**config.mk**
```make
export PLATFORM = sky130hd
export DESIGN_NAME = bbpwm_dual_carrier
export DESIGN_NICKNAME = d
export VERILOG_FILES = /design/src/rtl/bbpwm_pkg.sv /design/src/rtl/bbpwm_carrier.sv /design/src/rtl/bbpwm_leg.sv /design/src/rtl/bbpwm_dual_carrier.sv
export SDC_FILE = /design/constraint.sdc
export NUM_CORES = 1
export LEC_CHECK = 0
export ABC_AREA = 0
export BUFFER_PORTS_ARGS = -buffer_cell sky130_fd_sc_hd__buf_2
export CORE_ASPECT_RATIO = 1.1
export CORE_UTILIZATION = 55
export CTS_CLUSTER_SIZE = 16
export DETAILED_ROUTE_END_ITERATION = 16
export PLACE_DENSITY = 0.73
export SKIP_LAST_GASP = 1
export SYNTH_ARGS = -nofsm -noshare
export SYNTH_HDL_FRONTEND = slang
export SYNTH_SLANG_ARGS = --single-unit
export TNS_END_PERCENT = 50
```
**constraint.sdc**
```tcl
create_clock -name clk -period 6.7 [get_ports clk]
set_clock_uncertainty 0.2 [all_clocks]
set_input_delay 1.005 -clock clk [delete_from_list [all_inputs] [get_ports clk]]
set_output_delay 1.005 -clock clk [all_outputs]
set_load 0.05 [all_outputs]
```
**src/rtl/bbpwm_pkg.sv**
```systemverilog
package bbpwm_pkg;

  typedef enum logic {
    MODE_BOOST = 1'b0,
    MODE_BUCK  = 1'b1
  } leg_mode_e;

  // bit0 = input-side high, bit1 = input-side low,
  // bit2 = output-side high, bit3 = output-side low
  typedef struct packed {
    logic out_lo;
    logic out_hi;
    logic in_lo;
    logic in_hi;
  } leg_gates_t;

endpackage

```
**src/rtl/bbpwm_carrier.sv**
```systemverilog
module bbpwm_carrier #(
  parameter int HALF = 2500,
  parameter int CW   = $clog2(HALF + 1)
) (
  input  logic          clk,
  input  logic          rst,
  output logic [CW-1:0] level_o,
  output logic          valley_o
);

  localparam logic [CW-1:0] TOP = CW'(HALF);
  localparam logic [CW-1:0] ONE = CW'(1);

  logic rising_q;

  always_ff @(posedge clk) begin
    if (rst) begin
      level_o  <= '0;
      rising_q <= 1'b1;
    end else if (rising_q) begin
      level_o <= level_o + ONE;
      if (level_o == TOP - ONE) rising_q <= 1'b0;
    end else begin
      level_o <= level_o - ONE;
      if (level_o == ONE) rising_q <= 1'b1;
    end
  end

  assign valley_o = (level_o == '0);

  // the ramp never leaves 0..HALF
  p_level_bound_r2: assert property (@(posedge clk) disable iff (rst)
    level_o <= TOP);

  // the valley is always followed by the first rising step
  p_valley_turn_r2: assert property (@(posedge clk) disable iff (rst)
    valley_o |=> (level_o == ONE));

  // the peak is always followed by a falling step
  p_peak_turn_r2: assert property (@(posedge clk) disable iff (rst)
    (level_o == TOP) |=> (level_o == TOP - ONE));

endmodule

```
**src/rtl/bbpwm_leg.sv**
```systemverilog
module bbpwm_leg
  import bbpwm_pkg::*;
#(
  parameter int DUTY_W = 16,
  parameter int HALF   = 2500,
  parameter int CW     = $clog2(HALF + 1)
) (
  input  logic              clk,
  input  logic              rst,
  input  logic [CW-1:0]     level_i,
  input  logic              valley_i,
  input  logic [DUTY_W-1:0] duty_i,
  input  logic              en_i,
  input  logic              kill_i,
  output leg_gates_t        gates_o
);

  localparam int FW = DUTY_W - 1;
  localparam int PW = FW + CW;

  logic [PW-1:0] prod;
  logic [CW-1:0] thr_next;
  logic [CW-1:0] thr_q;
  leg_mode_e     mode_q;
  logic          mod_on;
  logic          active;
  leg_gates_t    gates_next;

  assign prod     = {{CW{1'b0}}, duty_i[FW-1:0]} * {{FW{1'b0}}, CW'(HALF)};
  assign thr_next = prod[PW-1:FW];
  assign mod_on   = (level_i < thr_q);
  assign active   = en_i && !kill_i;

  always_comb begin
    gates_next = '0;
    if (active) begin
      if (mode_q == MODE_BOOST) begin
        gates_next.in_hi  = 1'b1;
        gates_next.in_lo  = 1'b0;
        gates_next.out_hi = mod_on;
        gates_next.out_lo = !mod_on;
      end else begin
        gates_next.out_hi = 1'b1;
        gates_next.out_lo = 1'b0;
        gates_next.in_hi  = mod_on;
        gates_next.in_lo  = !mod_on;
      end
    end
  end

  always_ff @(posedge clk) begin
    if (rst) begin
      thr_q   <= '0;
      mode_q  <= MODE_BOOST;
      gates_o <= '0;
    end else begin
      if (valley_i) begin
        thr_q  <= thr_next;
        mode_q <= leg_mode_e'(duty_i[DUTY_W-1]);
      end
      gates_o <= gates_next;
    end
  end

  // the latched duty only moves at a valley
  p_duty_hold_r5: assert property (@(posedge clk) disable iff (rst)
    !valley_i |=> ($stable(thr_q) && $stable(mode_q)));

  // a disabled leg is dark on the next clock
  p_off_when_idle_r6: assert property (@(posedge clk) disable iff (rst)
    !active |=> (gates_o == '0));

  // boost keeps the input half-bridge static
  p_boost_static_r3: assert property (@(posedge clk) disable iff (rst)
    (active && mode_q == MODE_BOOST) |=> (gates_o.in_hi && !gates_o.in_lo));

  // buck keeps the output half-bridge static
  p_buck_static_r4: assert property (@(posedge clk) disable iff (rst)
    (active && mode_q == MODE_BUCK) |=> (gates_o.out_hi && !gates_o.out_lo));

  // no half-bridge shoot-through
  p_no_shoot_r9: assert property (@(posedge clk) disable iff (rst)
    !(gates_o.in_hi && gates_o.in_lo) && !(gates_o.out_hi && gates_o.out_lo));

endmodule

```
**src/rtl/bbpwm_dual_carrier.sv**
```systemverilog
module bbpwm_dual_carrier
  import bbpwm_pkg::*;
#(
  parameter int NUM_LEGS = 2,
  parameter int DUTY_W   = 16,
  parameter int HALF     = 2500
) (
  input  logic                       clk,
  input  logic                       rst,
  input  logic [NUM_LEGS*DUTY_W-1:0] duty_i,
  input  logic [NUM_LEGS-1:0]        leg_en_i,
  input  logic                       kill_i,
  output logic [4*NUM_LEGS-1:0]      gate_o
);

  localparam int CW = $clog2(HALF + 1);

  logic [CW-1:0] level;
  logic          valley;

  bbpwm_carrier #(.HALF(HALF), .CW(CW)) u_carrier (
    .clk      (clk),
    .rst      (rst),
    .level_o  (level),
    .valley_o (valley)
  );

  for (genvar k = 0; k < NUM_LEGS; k++) begin : g_leg
    leg_gates_t gl;

    bbpwm_leg #(.DUTY_W(DUTY_W), .HALF(HALF), .CW(CW)) u_leg (
      .clk      (clk),
      .rst      (rst),
      .level_i  (level),
      .valley_i (valley),
      .duty_i   (duty_i[k*DUTY_W +: DUTY_W]),
      .en_i     (leg_en_i[k]),
      .kill_i   (kill_i),
      .gates_o  (gl)
    );

    assign gate_o[4*k +: 4] = gl;
  end

  // reset leaves every gate dark on the next clock
  p_reset_dark_r1: assert property (@(posedge clk)
    rst |=> (gate_o == '0));

endmodule

```
; Word-level counts from Yosys, hierarchy flattened
; Cells that the tools add are included.
[op_classes]
bitwise = 4
multipliers = 2
n_mux = 6
n_eq_ne = 2
addsub = 2
n_lt_le_gt_ge = 2
n_reduce_logical = 12
[op_table]
columns = operator, n
row1 = $mul 15x10->25 const B, 2
row2 = $lt 12x12->1, 2
row3 = $add 12x1->12 const B, 1
row4 = $eq 12x1->1 const B, 1
row5 = $eq 12x12->1 const B, 1
row6 = $logic_not 12->1, 1
row7 = $mux 12, 1
row8 = $reduce_or 3->1, 4
row9 = $sub 12x1->12 const B, 1
row10 = $mux 3, 2
row11 = $not 1->1, 4
row12 = $reduce_or 2->1, 2
row13 = $logic_not 1->1, 3
row14 = $mux 1, 3
row15 = $logic_and 1x1->1, 2
[totals]
output_inout_bits = 8
regBits = 47
inputBits = 37
elab_cells = 44

; Depth between registers and ports, before layout
; Gate-level depths: netlist of run 1.
[depth]
word_depth = 4
mapped_depth = 19
mapped_depth_nobuf = 19

; Cells and area by module
; Synthesis of run 1 repeated with hierarchy kept, for this count alone.
[hier_totals]
hier_cells = 866
area_unflattened_um2 = 7354.6
[by_module_without_submodules]
columns = mod, n_inst, cells_per_inst, seq_area_each_um2, area_each_um2
row1 = bbpwm_leg (g_leg[0].u_leg), 1, 389, 340.3, 3325.7
row2 = bbpwm_leg (g_leg[1].u_leg), 1, 389, 340.3, 3260.6
row3 = bbpwm_carrier, 1, 88, 260.2, 768.2

; Worst setup path after synthesis of run 1
; Ideal clock, no wire load.
[synth_path]
kind = in2reg
startpoint = input port duty_i[4]
endpoint = register g_leg[0].u_leg.thr_q[9]
required_ns = 6.378
cell_stages = 19
path_slack_ns = 1.563
setup_ns = 0.122
n_path_buf = 0
arrival_time_ns = 4.814
path_cell_list = inv_1 fa_1 inv_1 ha_1 inv_1 fa_1 inv_1 ha_1 inv_1 fa_1 inv_1 ha_1 a211oi_1 o21a_1 a311oi_2 a21o_1 a311oi_1 xor2_1 o21ai_1
[synth_via]
elab_chain_len = 1
[synth_lines]
columns = element, line_no
row1 = start: declaration, bbpwm_dual_carrier.sv:10  ; input logic [NUM_LEGS*DUTY_W-1:0] duty_i,
row2 = $mul 15x10->25, bbpwm_leg.sv:29  ; assign prod = {{CW{1'b0}}, duty_i[FW-1:0]} * {{FW{1'b0}}, CW'(HALF)};
row3 = end signal: assignment, bbpwm_leg.sv:58  ; thr_q <= thr_next;
row4 = end: declaration, bbpwm_leg.sv:23  ; logic [CW-1:0] thr_q;
; No other way between the ends.
; A chain may end at the register's enable or synchronous reset.

; Worst setup path after layout of run 1
[layout_path]
startpoint = input port duty_i[21]
endpoint = register g_leg[1].u_leg.thr_q[6]
[layout_via]
elab_chain_len = 1
[layout_lines]
columns = element, line_no
row1 = $mul 15x10->25, bbpwm_leg.sv:29
row2 = end signal: assignment, bbpwm_leg.sv:58
row3 = end: declaration, bbpwm_leg.sv:23
; No other way between the ends.

==> impl_metrics.yaml, run 1 <==
route:
  ant_nets: 0
  num_vias: 5249
  post_drt_wl_per_cell_um: 14.11
  wl_um: 13590
  dr.pass1.iters: 4
  drt_iter0_drc: 190
  routed_via_density: 5.451
  drcViolationCount: 0
floorplan:
  dieArea_um2: 12830
  dieWidth_um: 108.1
  ios: 45
  die_height_um: 118.7
  start_util_pct: 56.58
  core_um2: 12030
  rows: 42
pwr:
  powerDensity_nw_per_um2: 321.1
  total_power_mw: 2.352
  max-vdd-ir-drop_uv: 186.6
  p_leak_nw: 3.975
layout:
  fillers: 1059
  syn_to_final_growth_pct: 7.571
  stdcell_count: 963
  utilization_pct: 60.87
  antenna_cells: 0
  seq_area_um2: 940.9
  layout-drive-gt1-share_pct: 7.293
  multi_input_area_um2: 5114
  final_nets: 1062
clock_tree:
  cts_made_buffers: 5
  cts_setup_buffers: 0
  cts_htree_levels: 2
  clock_path_buffers: 2
  ctsHoldBuffers: 0
  clock-sinks: 47
  cts-root-buf: "clkbuf_16"
  clk_pin_slew_worst_paths_ns: 0.06
  cts_tree: "built"
  clk_latency_ns: 0.28
  cts_resized: 0
sta:
  rsz0062_at_grt: "false"
  hold_violations: 0
  fmax_mhz: 188.8
  maxSlewHeadroom_pct: 47.18
  period_needed_ns: 5.298
  worst_slack_ns: 1.402
  drv_slew: 0
  finalSetupTns_ns: 0
  worst_slew_pin_slew_ns: 0.7856
  post-route-period-util_pct: 79.07
  final-setup-viol-count: 0
global_route:
  grt-ovfl-total: 0
  first_global_vias: 5382
  grt_max_degree: 37
  grt_pass1_wl_um: 23760
  grt_antenna_before_repair: 0
  gr-usage-all-layers_pct: 22.85
critical_path:
  worstPathArrival_ns: 5.27
  cp.required_ns: 6.67
  startpoint_type: "input pin"
  critPathKind: "input pin to flip-flop"
  critPathMaxStageDelay_ns: 0.66
  crit_fanout: 5
  worst_path_max_delay_cell: "o31ai_1"
  cp_cell_sequence: "buf_2 -> inv_1 -> fa_1 -> inv_1 -> ha_1 -> fa_1 -> ha_1 -> inv_1 -> fa_1 -> inv_1 -> ha_1 -> a21o_1 -> a21o_1 -> a21oi_1 -> o31ai_1 -> a21oi_1 -> xnor2_1 -> o21ai_1"
  end_kind: "flip-flop"
  path_common_cell: "inv_1"
logic_synthesis:
  syn_area_um2: 6809
  synth_top_cell_area_share_pct: 28.48
  synth_cell_types: 59
  syn_nets: 1023
  synth_top_family_by_area: "adder cells"
  yosysSeqAreaShare_pct: 13.82
  syn_area_per_cell_um2: 8.854
  ys.warnings.count: 0
  synthTopCellsByArea: "ha_1 (28%), fa_1 (18%), dfxtp_1 (14%)"
  synth_top_flop_cell: "dfxtp_1"
  synthSimpleGateAreaFrac_pct: 10.35
  synthMuxAreaShare_pct: 1.470
  synth_most_common_cell: "inv_1"
  synthAdderAreaFrac_pct: 46.71
  synth_edf_count: 0
  synth-xor-area-share_pct: 3.859
  synth_compound_area_share_pct: 12.72
  synth_commonest_cells: "inv_1 (181), ha_1 (155), fa_1 (62)"
  async_reset_ff_share_pct: 0
  synth_area_leader_cell: "ha_1"
  ys_seq_elements: 47
  synthCells: 769
min_path:
  hp-class: "flip-flop to flip-flop"
placement:
  place_inst: 955
  routabilityCongestion: 0.9055
  dp_hpwl_um: 11580
  portBuffers: 44
  post-place-ws_ns: 1.144
flow_run:
  max_cap_violations: 0
run_status:
  status: "complete, no violations"
final cells by class:
class	count	area share, %
clock buffers	6	1.896
clock inverters	2	0.4783
inverters	182	9.327
multi-input cells	528	69.82
flip-flops and latches	47	12.85
well taps	154	2.631
repair buffers	44	3.006
final timing paths:
kind | from | depth (start not counted) | slack, ns | end
worst min register to register | g_leg[0].u_leg.thr_q[2] | 2 | 0.24 | g_leg[0].u_leg.thr_q[2]
worst max-delay path | duty_i[21] | 18 | 1.40 | g_leg[1].u_leg.thr_q[6]
worst min-delay path | g_leg[0].u_leg.thr_q[2] | 2 | 0.24 | g_leg[0].u_leg.thr_q[2]
worst max register to register | u_carrier.level_o[2] | 7 | 4.05 | g_leg[0].u_leg.thr_q[9]
cells in the final DEF (no fill, tap or decap), drive strengths merged, types with 4 or more instances in the layout:
| cell type | n |
|---|---|
| ha | 155 |
| clkbuf | 6 |
| a21oi | 38 |
| nand4 | 9 |
| xnor2 | 15 |
| o21a | 4 |
| buf | 44 |
| nor2 | 39 |
| nand2 | 33 |
| mux2i | 10 |
| o31ai | 7 |
| fa | 62 |
| a21o | 17 |
| xor2 | 15 |
| inv | 181 |
| nor3 | 16 |
| nand3 | 12 |
| nand2b | 7 |
| o21ai | 29 |
| and3 | 8 |
| dfxtp | 47 |
| a31oi | 6 |
| or3 | 4 |
worst max-delay path, delay by kind of cell:
family	cells	cell delay, ns
buf+inv	5	0.33
fa+ha+maj	6	2.39
xor+xnor	1	0.28
compound gates	6	1.25
stage by stage:
step / hold slack [ns] / cell area (um^2)
after floorplan: 0.2254 / 6809
after global placement: 0.2394 / 7151
after detailed placement: 0.2391 / 7151
final: 0.2433 / 7325
after CTS: 0.2479 / 7325
after global routing: 0.2691 / 7325
cell families after synthesis:
kind of cell | count (synthesis)
adders and majority gates | 217
xor gates and xnor gates | 30
muxes | 10
and+or+nand+nor | 138
DFF | 47
AOI/OAI and AO/OA | 133
buffers and inverters | 194
where the power goes:
| part | leakage, nW | switching [mW] | internal, mW |
|---|---|---|---|
| combinational | 3.50 | 0.988 | 0.717 |
| clock | 0.0868 | 0.0994 | 0.185 |
| sequential | 0.385 | 0.0281 | 0.334 |
metal layers:
metal	up-vias	share of wire, %	GRT usage, %
met4	0	0.96	4.281
li1	2638	-	-
met1	2512	44	28.59
met5	-	0	0
met3	19	1.9	1.600
met2	80	53	42.48
registers in the layout, indices dropped and copies added (netlist names):
name / flops
g_leg.u_leg.thr_q: 24
g_leg.u_leg.mode_q: 2
g_leg.u_leg.gates_o: 8
u_carrier.rising_q: 1
u_carrier.level_o: 12
(Power assumes the default switching activity.)
==> run 2, diff against run 1 <==
Settings changed: PLACE_DENSITY 0.73 to 0.76.
Clock period 6.7 ns to 4.8 ns, I/O delays scaled along.
==> impl_metrics.yaml, run 2 (synthesis gave the netlist of run 1 again) <==
run_status:
  status: "complete, no violations"
layout:
  fillers: 943
  largest_reg_flops: 24
  seq_area_um2: 940.9
  final_nets: 1141
  reg.largest.list: "g_leg.u_leg.thr_q x24, u_carrier.level_o x12, g_leg.u_leg.gates_o x8"
  final_common_cell: "inv_1"
  syn_to_final_growth_pct: 19.29
  antenna_cells: 0
  final_cell_mix: "inv_1 (169), ha_1 (146), buf_4 (79)"
  utilization_pct: 67.50
  multi_input_area_um2: 5336
  layout-drive-gt1-share_pct: 20.38
  largest-register: "g_leg.u_leg.thr_q"
route:
  dr.pass1.iters: 5
  post_drt_wl_per_cell_um: 13.80
  ant_nets: 0
  drt_iter0_drc: 236
  num_vias: 5457
  routed_via_density: 5.237
  drcViolationCount: 0
  wl_um: 14380
clock_tree:
  cts_htree_levels: 2
  ctsHoldBuffers: 0
  clk_latency_ns: 0.28
  clk_pin_slew_worst_paths_ns: 0.07
  cts-root-buf: "clkbuf_16"
  clock-sinks: 47
  cts_made_buffers: 5
  clock_path_buffers: 2
  cts_tree: "built"
floorplan:
  rows: 42
  die_height_um: 118.7
  ios: 45
  dieArea_um2: 12830
  start_util_pct: 56.58
  dieWidth_um: 108.1
  core_um2: 12030
critical_path:
  cp.required_ns: 4.77
  end_kind: "flip-flop"
  critPathKind: "input pin to flip-flop"
  startpoint_type: "input pin"
  worstPathArrival_ns: 4.68
  crit_fanout: 5
pwr:
  max-vdd-ir-drop_uv: 286.8
  clkPwrFrac_pct: 8.7
  combinationalPowerShare_pct: 78.5
  swShare_pct: 45.39
  cell_internal_pwr_mw: 2.166
  p_sw_mw: 1.801
  powerDensity_nw_per_um2: 488.4
  seqPwrFrac_pct: 12.7
  total_power_mw: 3.967
  p_leak_nw: 4.357
sta:
  period_needed_ns: 4.708
  fmax_mhz: 212.4
  drv_slew: 0
  finalSetupTns_ns: 0
  worst_slew_pin_slew_ns: 0.6920
  post-route-period-util_pct: 98.09
  final-setup-viol-count: 0
  maxSlewHeadroom_pct: 53.87
  hold_violations: 0
placement:
  portBuffers: 44
  routabilityCongestion: 0.8648
  dp_hpwl_um: 11790
flow_run:
  max_cap_violations: 0
global_route:
  gr-usage-all-layers_pct: 23.23
  grt-ovfl-total: 0
  grt_max_degree: 37
  first_global_vias: 5482
  grt_antenna_before_repair: 1
  grt_pass1_wl_um: 24200
min_path:
  hp-class: "flip-flop to flip-flop"
-- run 2: cell types whose count changed in the layout (fill, tap and decap cells not counted), moves of 3 or more --
cell,before,now
ha_1,155,146
inv_1,181,169
buf_4,0,79
inv_2,0,11
ha_4,0,7
a21oi_2,0,3
a21oi_1,38,34
-- run 2: power by group through the flow --
stage          clock network [mW]  registers [mW]  logic (mW)
2_1_floorplan                   0           0.513        1.86
3_3_place_gp                    0           0.510        2.73
3_5_place_dp                    0           0.512        2.78
4_1_cts                     0.347           0.503        2.82
5_1_grt                     0.367           0.511        3.51
6_report                    0.347           0.505        3.12
-- run 2: routing by layer --
metal	routed length (um)	up-vias	track usage [%]
met3	421	14	2.813
met4	135	0	2.483
li1	-	2791	-
met1	6362	2570	30.00
met2	7461	82	42.12
met5	0	-	0
-- run 2: what timing repair did --
item,in CTS,in global routing
pin swaps,0,25
endpoints found under the setup margin,3,18
gates cloned,0,0
resized for setup,1,48
setup buffers,0,2
-- run 2: path summary, 6_finish.rpt --
| check | to | slack [ns] | depth (start not counted) | start |
|---|---|---|---|---|
| worst max-delay path | g_leg[0].u_leg.thr_q[9] | 0.09 | 17 | duty_i[6] |
| worst min-delay path | g_leg[1].u_leg.thr_q[6] | 0.25 | 2 | g_leg[1].u_leg.thr_q[6] |
| worst max register to register | g_leg[0].u_leg.thr_q[8] | 2.15 | 7 | u_carrier.level_o[2] |
| worst min register to register | g_leg[1].u_leg.thr_q[6] | 0.25 | 2 | g_leg[1].u_leg.thr_q[6] |
-- run 2: final cells by class --
class / count / area share, %
Multi-Input combinational cell: 528 / 65.70
Sequential cell: 47 / 11.58
Timing Repair Buffer: 123 / 10.09
Inverter: 182 / 8.441
Tap cell: 154 / 2.372
Clock buffer: 5 / 1.540
Clock inverter: 3 / 0.2773
-- run 2: stage by stage --
step | instances | instance area [um^2] | hold WS (ns) | worst slack (ns)
floorplan | 769 | 6814 | 0.2254 | -0.05009
global placement | 1032 | 7734 | 0.2354 | -0.2727
detailed placement | 1032 | 7734 | 0.2437 | -0.3246
CTS | 1040 | 7886 | 0.2531 | -0.02725
global route | 1042 | 8123 | 0.2867 | -0.08562
finish | 1042 | 8123 | 0.2521 | 0.09187
-- run 2: critical path, cell delays in order --
cell and delay (ns):
buf_2 0.09, inv_2 0.06, fa_1 0.53, inv_1 0.04, ha_1 0.29, fa_1 0.48
ha_1 0.32, fa_1 0.58, ha_4 0.22, a211oi_2 0.21, buf_4 0.15, a311oi_2 0.09
buf_4 0.17, a21o_1 0.21, a311oi_2 0.28, xor2_1 0.17, o21ai_1 0.06
